**src/rtl/pfx_pkg.sv**
```systemverilog
package pfx_pkg;
    typedef enum logic {
        PFX_IDLE  = 1'b0,
        PFX_ARMED = 1'b1
    } pfx_state_e;
endpackage

```
**src/rtl/pfx_ctrl.sv**
```systemverilog
module pfx_ctrl
    import pfx_pkg::*;
(
    input  logic clk,
    input  logic rst_n,
    input  logic wr_en,
    input  logic instr_done,
    output logic load,
    output logic clear
);
    pfx_state_e state_q, state_d;

    always_ff @(posedge clk or negedge rst_n) begin
        if (!rst_n) state_q <= PFX_IDLE;
        else        state_q <= state_d;
    end

    // next state: LOAD, RELOAD, EXPIRE, HOLD
    always_comb begin
        state_d = state_q;
        unique case (state_q)
            PFX_IDLE: begin
                if (wr_en) state_d = PFX_ARMED;
            end
            PFX_ARMED: begin
                if (wr_en)           state_d = PFX_ARMED;
                else if (instr_done) state_d = PFX_IDLE;
                else                 state_d = PFX_ARMED;
            end
            default: state_d = PFX_IDLE;
        endcase
    end

    // strobes to the storage
    always_comb begin
        load  = 1'b0;
        clear = 1'b0;
        unique case (state_q)
            PFX_IDLE: begin
                load = wr_en;
            end
            PFX_ARMED: begin
                load  = wr_en;
                clear = instr_done && !wr_en;
            end
            default: begin
                load  = 1'b0;
                clear = 1'b0;
            end
        endcase
    end
endmodule

```
**src/rtl/pfx_store.sv**
```systemverilog
module pfx_store #(
    parameter int DATA_W = 16,
    parameter int IDX_W  = 3
) (
    input  logic              clk,
    input  logic              rst_n,
    input  logic              load,
    input  logic              clear,
    input  logic [DATA_W-1:0] wr_data,
    input  logic [IDX_W-1:0]  wr_idx,
    output logic [DATA_W-1:0] val_q,
    output logic [IDX_W-1:0]  idx_q
);
    always_ff @(posedge clk or negedge rst_n) begin
        if (!rst_n) begin
            val_q <= '0;
            idx_q <= '0;
        end else if (load) begin
            val_q <= wr_data;
            idx_q <= wr_idx;
        end else if (clear) begin
            val_q <= '0;
            idx_q <= '0;
        end
    end
endmodule

```
**src/rtl/pfx_form.sv**
```systemverilog
module pfx_form #(
    parameter int IMM_W  = 8,
    parameter int IDX_W  = 3,
    parameter int SRC_FW = 4,
    parameter int DST_FW = 3,
    localparam int SRC_AW = SRC_FW + 1,
    localparam int DST_AW = DST_FW + IDX_W - 1
) (
    input  logic [IMM_W-1:0]  pfx_byte,
    input  logic [IDX_W-1:0]  idx,
    input  logic [SRC_FW-1:0] src_field,
    input  logic [DST_FW-1:0] dst_field,
    input  logic [IMM_W-1:0]  imm8,
    output logic [SRC_AW-1:0] src_addr,
    output logic [DST_AW-1:0] dst_addr,
    output logic [2*IMM_W-1:0] imm_ext
);
    always_comb begin
        src_addr = {idx[0], src_field};
        dst_addr = {idx[IDX_W-1:1], dst_field};
        imm_ext  = {pfx_byte, imm8};
    end
endmodule

```
**src/rtl/pfx_ext.sv**
```systemverilog
module pfx_ext #(
    parameter int DATA_W = 16,
    parameter int IMM_W  = 8,
    parameter int IDX_W  = 3,
    parameter int SRC_FW = 4,
    parameter int DST_FW = 3,
    localparam int SRC_AW = SRC_FW + 1,
    localparam int DST_AW = DST_FW + IDX_W - 1
) (
    input  logic               clk,
    input  logic               rst_n,
    input  logic               wr_en,
    input  logic [IDX_W-1:0]   wr_idx,
    input  logic [DATA_W-1:0]  wr_data,
    input  logic               instr_done,
    input  logic [SRC_FW-1:0]  src_field,
    input  logic [DST_FW-1:0]  dst_field,
    input  logic [IMM_W-1:0]   imm8,
    output logic [SRC_AW-1:0]  src_addr,
    output logic [DST_AW-1:0]  dst_addr,
    output logic [2*IMM_W-1:0] imm_ext,
    output logic [DATA_W-1:0]  rd_data
);
    logic              load, clear;
    logic [DATA_W-1:0] val_q;
    logic [IDX_W-1:0]  idx_q;

    pfx_ctrl u_ctrl (
        .clk        (clk),
        .rst_n      (rst_n),
        .wr_en      (wr_en),
        .instr_done (instr_done),
        .load       (load),
        .clear      (clear)
    );

    pfx_store #(.DATA_W(DATA_W), .IDX_W(IDX_W)) u_store (
        .clk     (clk),
        .rst_n   (rst_n),
        .load    (load),
        .clear   (clear),
        .wr_data (wr_data),
        .wr_idx  (wr_idx),
        .val_q   (val_q),
        .idx_q   (idx_q)
    );

    pfx_form #(.IMM_W(IMM_W), .IDX_W(IDX_W), .SRC_FW(SRC_FW), .DST_FW(DST_FW)) u_form (
        .pfx_byte  (val_q[IMM_W-1:0]),
        .idx       (idx_q),
        .src_field (src_field),
        .dst_field (dst_field),
        .imm8      (imm8),
        .src_addr  (src_addr),
        .dst_addr  (dst_addr),
        .imm_ext   (imm_ext)
    );

    assign rd_data = val_q;
endmodule

```
**config.mk**
```make
export PLATFORM = sky130hd
export DESIGN_NAME = pfx_ext
export DESIGN_NICKNAME = d
export VERILOG_FILES = /design/src/rtl/pfx_pkg.sv /design/src/rtl/pfx_ctrl.sv /design/src/rtl/pfx_store.sv /design/src/rtl/pfx_form.sv /design/src/rtl/pfx_ext.sv
export SDC_FILE = /design/constraint.sdc
export NUM_CORES = 1
export LEC_CHECK = 0
export ABC_CLOCK_PERIOD_IN_PS = 1000
export BUFFER_PORTS_ARGS = -buffer_cell sky130_fd_sc_hd__buf_4
export CAP_MARGIN = 5
export CORE_AREA = 2 2 70 72
export DETAILED_ROUTE_END_ITERATION = 12
export DIE_AREA = 0 0 72 74
export PLACE_DENSITY_LB_ADDON = 0.1
export REMOVE_ABC_BUFFERS = 1
export SKIP_CTS_REPAIR_TIMING = 1
export SLEW_MARGIN = 15
export SYNTH_ARGS = -nofsm -noshare
export SYNTH_HDL_FRONTEND = slang
export SYNTH_SLANG_ARGS = --single-unit
```
**constraint.sdc**
```tcl
create_clock -name clk -period 1 [get_ports clk]
set_clock_uncertainty 0.2 [all_clocks]
set_input_delay 0.1 -clock clk [delete_from_list [all_inputs] [get_ports clk]]
set_output_delay 0.1 -clock clk [all_outputs]
set_load 0.05 [all_outputs]
```
==> flow_summary.html <==
<table>
<tr><th>Metric</th><th>Value</th></tr>
<tr><th colspan="2">Outcome</th></tr>
<tr><td>Run status</td><td>finished, violations left</td></tr>
<tr><td>Violated checks</td><td>negative hold slack, negative setup slack</td></tr>
<tr><th colspan="2">Power and ir drop</th></tr>
<tr><td>Lkg Pwr</td><td>0.000797 uW</td></tr>
<tr><td>Peak VDD IR</td><td>0.000439 V</td></tr>
<tr><td>Power per cell area</td><td>1500 nW/um2</td></tr>
<tr><th colspan="2">STA</th></tr>
<tr><td>Unrepaired setup endpoints after global routing</td><td>yes</td></tr>
<tr><td>Worst Tran Pin Value</td><td>266 ps</td></tr>
<tr><td>Least setup slack across all paths after layout</td><td>-233 ps</td></tr>
<tr><td>Min Clock Period, post-route</td><td>1230 ps</td></tr>
<tr><td>Max Freq</td><td>811 MHz</td></tr>
<tr><td>Hold Fails Final Rpt</td><td>19</td></tr>
<tr><td>Final worst hold slack</td><td>-131 ps</td></tr>
<tr><td>Period utilization</td><td>123%</td></tr>
<tr><td>Final max-slew violation count</td><td>0</td></tr>
<tr><td>Slew margin rel.</td><td>82.3%</td></tr>
<tr><td>Final setup violation count</td><td>46</td></tr>
<tr><th colspan="2">Global route</th></tr>
<tr><td>Layer carrying the most global-route usage</td><td>met2</td></tr>
<tr><td>Global-route track usage on met3</td><td>3.39%</td></tr>
<tr><td>First-pass GRT wire length</td><td>3710 um</td></tr>
<tr><td>GR Layer Usage met1</td><td>11.5%</td></tr>
<tr><td>Global Route Usage Sum</td><td>9.28%</td></tr>
<tr><td>Overflow after GRT</td><td>0</td></tr>
<tr><td>Number of global-route vias before repair</td><td>736</td></tr>
<tr><td>Largest net degree at the start of global routing</td><td>22</td></tr>
<tr><td>Antenna violations before repair</td><td>0</td></tr>
<tr><td>Global-route track usage on met2</td><td>13.9%</td></tr>
<tr><th colspan="2">Synth</th></tr>
<tr><td>Area of the mapped netlist</td><td>1030 um2</td></tr>
<tr><td>FF+latch count, synth</td><td>20</td></tr>
<tr><td>Dominant cells by area after synthesis</td><td>sky130_fd_sc_hd__dfrtp_1, sky130_fd_sc_hd__buf_4, sky130_fd_sc_hd__a22o_1, sky130_fd_sc_hd__nor2b_1, sky130_fd_sc_hd__buf_6</td></tr>
<tr><td>Synthesized netlist cell count</td><td>89</td></tr>
<tr><td>Avg Cell Area, Syn</td><td>11.5 um2</td></tr>
<tr><td>Post-synth cell types</td><td>10</td></tr>
<tr><td>Synth warn</td><td>0</td></tr>
<tr><td>Sequential share of the synthesized area</td><td>48.7%</td></tr>
<tr><td>Largest area contributor in the netlist</td><td>sky130_fd_sc_hd__dfrtp_1</td></tr>
<tr><td>Post-synth top area share</td><td>48.7%</td></tr>
<tr><th colspan="2">Run</th></tr>
<tr><td># Max-Cap Violations</td><td>0</td></tr>
<tr><th colspan="2">Layout</th></tr>
<tr><td>Fraction of final layout cells sized beyond drive strength 1</td><td>52.7%</td></tr>
<tr><td>Final cell area excluding filler cells</td><td>1650 um2</td></tr>
<tr><td>Final core utilization</td><td>35.8%</td></tr>
<tr><td>Post-layout net count</td><td>170</td></tr>
<tr><td>Number of inserted diodes</td><td>0</td></tr>
<tr><td>Layout-stage area growth over the synthesis result</td><td>60.4%</td></tr>
<tr><th colspan="2">Route</th></tr>
<tr><td>Post-DR wirelength/cell</td><td>13.5 um</td></tr>
<tr><td>Number of detailed-route iterations in the first pass</td><td>4</td></tr>
<tr><td>DR iter-0 viols</td><td>27</td></tr>
<tr><td>Total routed wirelength</td><td>2500 um</td></tr>
<tr><td>Total number of vias</td><td>781</td></tr>
<tr><td>Number of remaining DRC errors</td><td>0</td></tr>
<tr><td>Via-per-instance ratio</td><td>4.22</td></tr>
<tr><td>Antenna Violating Nets Remaining</td><td>0</td></tr>
<tr><th colspan="2">CTS</th></tr>
<tr><td>Clk slew on worst S/H paths</td><td>70 ps</td></tr>
<tr><td>Cell at the root of the clock tree</td><td>sky130_fd_sc_hd__clkbuf_8</td></tr>
<tr><td>Clk sinks</td><td>20</td></tr>
<tr><td>Number of clock buffers inserted by TritonCTS</td><td>3</td></tr>
<tr><td>TritonCTS clock tree</td><td>built</td></tr>
<tr><td>Number of buffers on the longest clock path</td><td>2</td></tr>
<tr><td>CTS H-Tree Depth</td><td>1</td></tr>
<tr><td>Source-to-sink clock delay at the later pin of the worst-skew pair</td><td>250 ps</td></tr>
<tr><th colspan="2">Critical path</th></tr>
<tr><td>Top fanout value on the critical path</td><td>2</td></tr>
<tr><td>Critical path startpoint category</td><td>flip-flop</td></tr>
<tr><td>Max stage delay on crit path</td><td>410 ps</td></tr>
<tr><td>Critical path, cell by cell</td><td>buf_6 -&gt; buf_8</td></tr>
<tr><td>Critical path data required time</td><td>700 ps</td></tr>
<tr><td>Crit path max-delay family</td><td>flip-flops</td></tr>
<tr><td>Max stage delay cell, worst path</td><td>sky130_fd_sc_hd__dfrtp_1</td></tr>
<tr><td>Number of buffer and inverter stages on the critical path</td><td>2</td></tr>
<tr><td>Type of element capturing the critical path</td><td>output pin</td></tr>
<tr><td>Setup CP Type</td><td>reg -&gt; out</td></tr>
<tr><td>Data arrival time at the worst-slack endpoint</td><td>930 ps</td></tr>
<tr><th colspan="2">Die</th></tr>
<tr><td>Num rows</td><td>25</td></tr>
<tr><td>Area of the placeable core</td><td>4600 um2</td></tr>
<tr><td>I/O pin count</td><td>80</td></tr>
<tr><td>Die Height</td><td>74 um</td></tr>
<tr><td>Die outline width</td><td>72 um</td></tr>
<tr><td>Die ar.</td><td>5330 um2</td></tr>
<tr><td>Starting utilization of the core area</td><td>22.3%</td></tr>
<tr><th colspan="2">Placement</th></tr>
<tr><td>Standard cell area after detailed placement</td><td>1370 um2</td></tr>
<tr><td>HPWL after detailed placement</td><td>1760 um</td></tr>
<tr><td>Final estimated routing congestion in global placement</td><td>0.640</td></tr>
<tr><td>Number of port buffers</td><td>49</td></tr>
<tr><th colspan="2">Min path</th></tr>
<tr><td>Worst min path class</td><td>in -&gt; reg</td></tr>
</table>
synthesized netlist by cell type, drive strengths merged:
| master | instances |
|---|---|
| nand2 | 1 |
| a22o | 19 |
| a21o | 1 |
| and2b | 1 |
| nor2b | 18 |
| dfrtp | 20 |
| inv | 1 |
| buf | 28 |
path summary, 6_finish.rpt:
check / from / to / slack (ps) / cells after the start
worst max register to register: u_store.val_q[1] / u_store.val_q[1] / -140 / 3
max in group asynchronous: rst_n / u_store.val_q[11] / 330 / 2
worst min register to register: u_ctrl.state_q / u_ctrl.state_q / 300 / 1
worst max-delay path: u_store.val_q[1] / rd_data[1] / -230 / 2
min in group asynchronous: rst_n / u_store.val_q[12] / 60 / 2
worst min-delay path: wr_data[11] / u_store.val_q[11] / -130 / 2
metrics by stage:
step                cells  total power (uW)  setup TNS, ps  hold WS, ps  setup WS (ps)
global route          185              2590          -7920         -141           -265
floorplan              61              1360          -9760         -396           -539
detailed placement    178              1710          -1380         -196          -86.1
finish                185              2470          -6210         -131           -233
CTS                   182              2350          -7510         -481           -274
global placement      178              1710          -1020         -197          -58.7
state kept, by name, summed over array words and instances (netlist names):
register / flops
u_store.idx_q: 3
u_ctrl.state_q: 1
u_store.val_q: 16
layout make-up:
type / count / area [um2]
fillers: 472 / 2950
flip-flops and latches: 20 / 500
clock buffers: 4 / 55.1
well taps: 54 / 67.6
inverters: 1 / 3.75
multi-input cells: 40 / 300
repair buffers: 66 / 721
where the power goes:
part | leakage [uW] | total [uW] | internal, uW | switching (uW)
Sequential | 0.000248 | 920 | 875 | 45.1
Combinational | 0.000520 | 934 | 435 | 499
Clock | 0.0000288 | 616 | 350 | 266
Total | 0.000796 | 2470 | 1660 | 810
cells by family (layout without fill, tap and decap cells):
kind of cell | after synthesis | after routing | share of synthesized area (%)
flip-flops | 20 | 20 | 48.7
AND/OR/NAND/NOR | 20 | 20 | 12.3
AO/OA/AOI/OAI | 20 | 20 | 16.9
buffers and inverters | 29 | 71 | 22.0
metal layers:
metal  part of all wire [%]  vias up  wire length, um
li1                       -      362                -
met5                      0        -                0
met3                    9.3        2              233
met1                     42      367             1040
met4                    1.4        0               34
met2                     48       50             1190
placed cells by master (no fill, tap or decap):
cell type / n
sky130_fd_sc_hd__a21o_1: 1
sky130_fd_sc_hd__a22o_1: 19
sky130_fd_sc_hd__and2b_1: 1
sky130_fd_sc_hd__buf_12: 2
sky130_fd_sc_hd__buf_4: 25
sky130_fd_sc_hd__buf_6: 22
sky130_fd_sc_hd__buf_8: 15
sky130_fd_sc_hd__clkbuf_8: 4
sky130_fd_sc_hd__dfrtp_1: 20
sky130_fd_sc_hd__dlygate4sd3_1: 2
sky130_fd_sc_hd__inv_1: 1
sky130_fd_sc_hd__nand2_2: 1
sky130_fd_sc_hd__nor2b_1: 18
No activity file was read; power rests on OpenSTA's default activity.
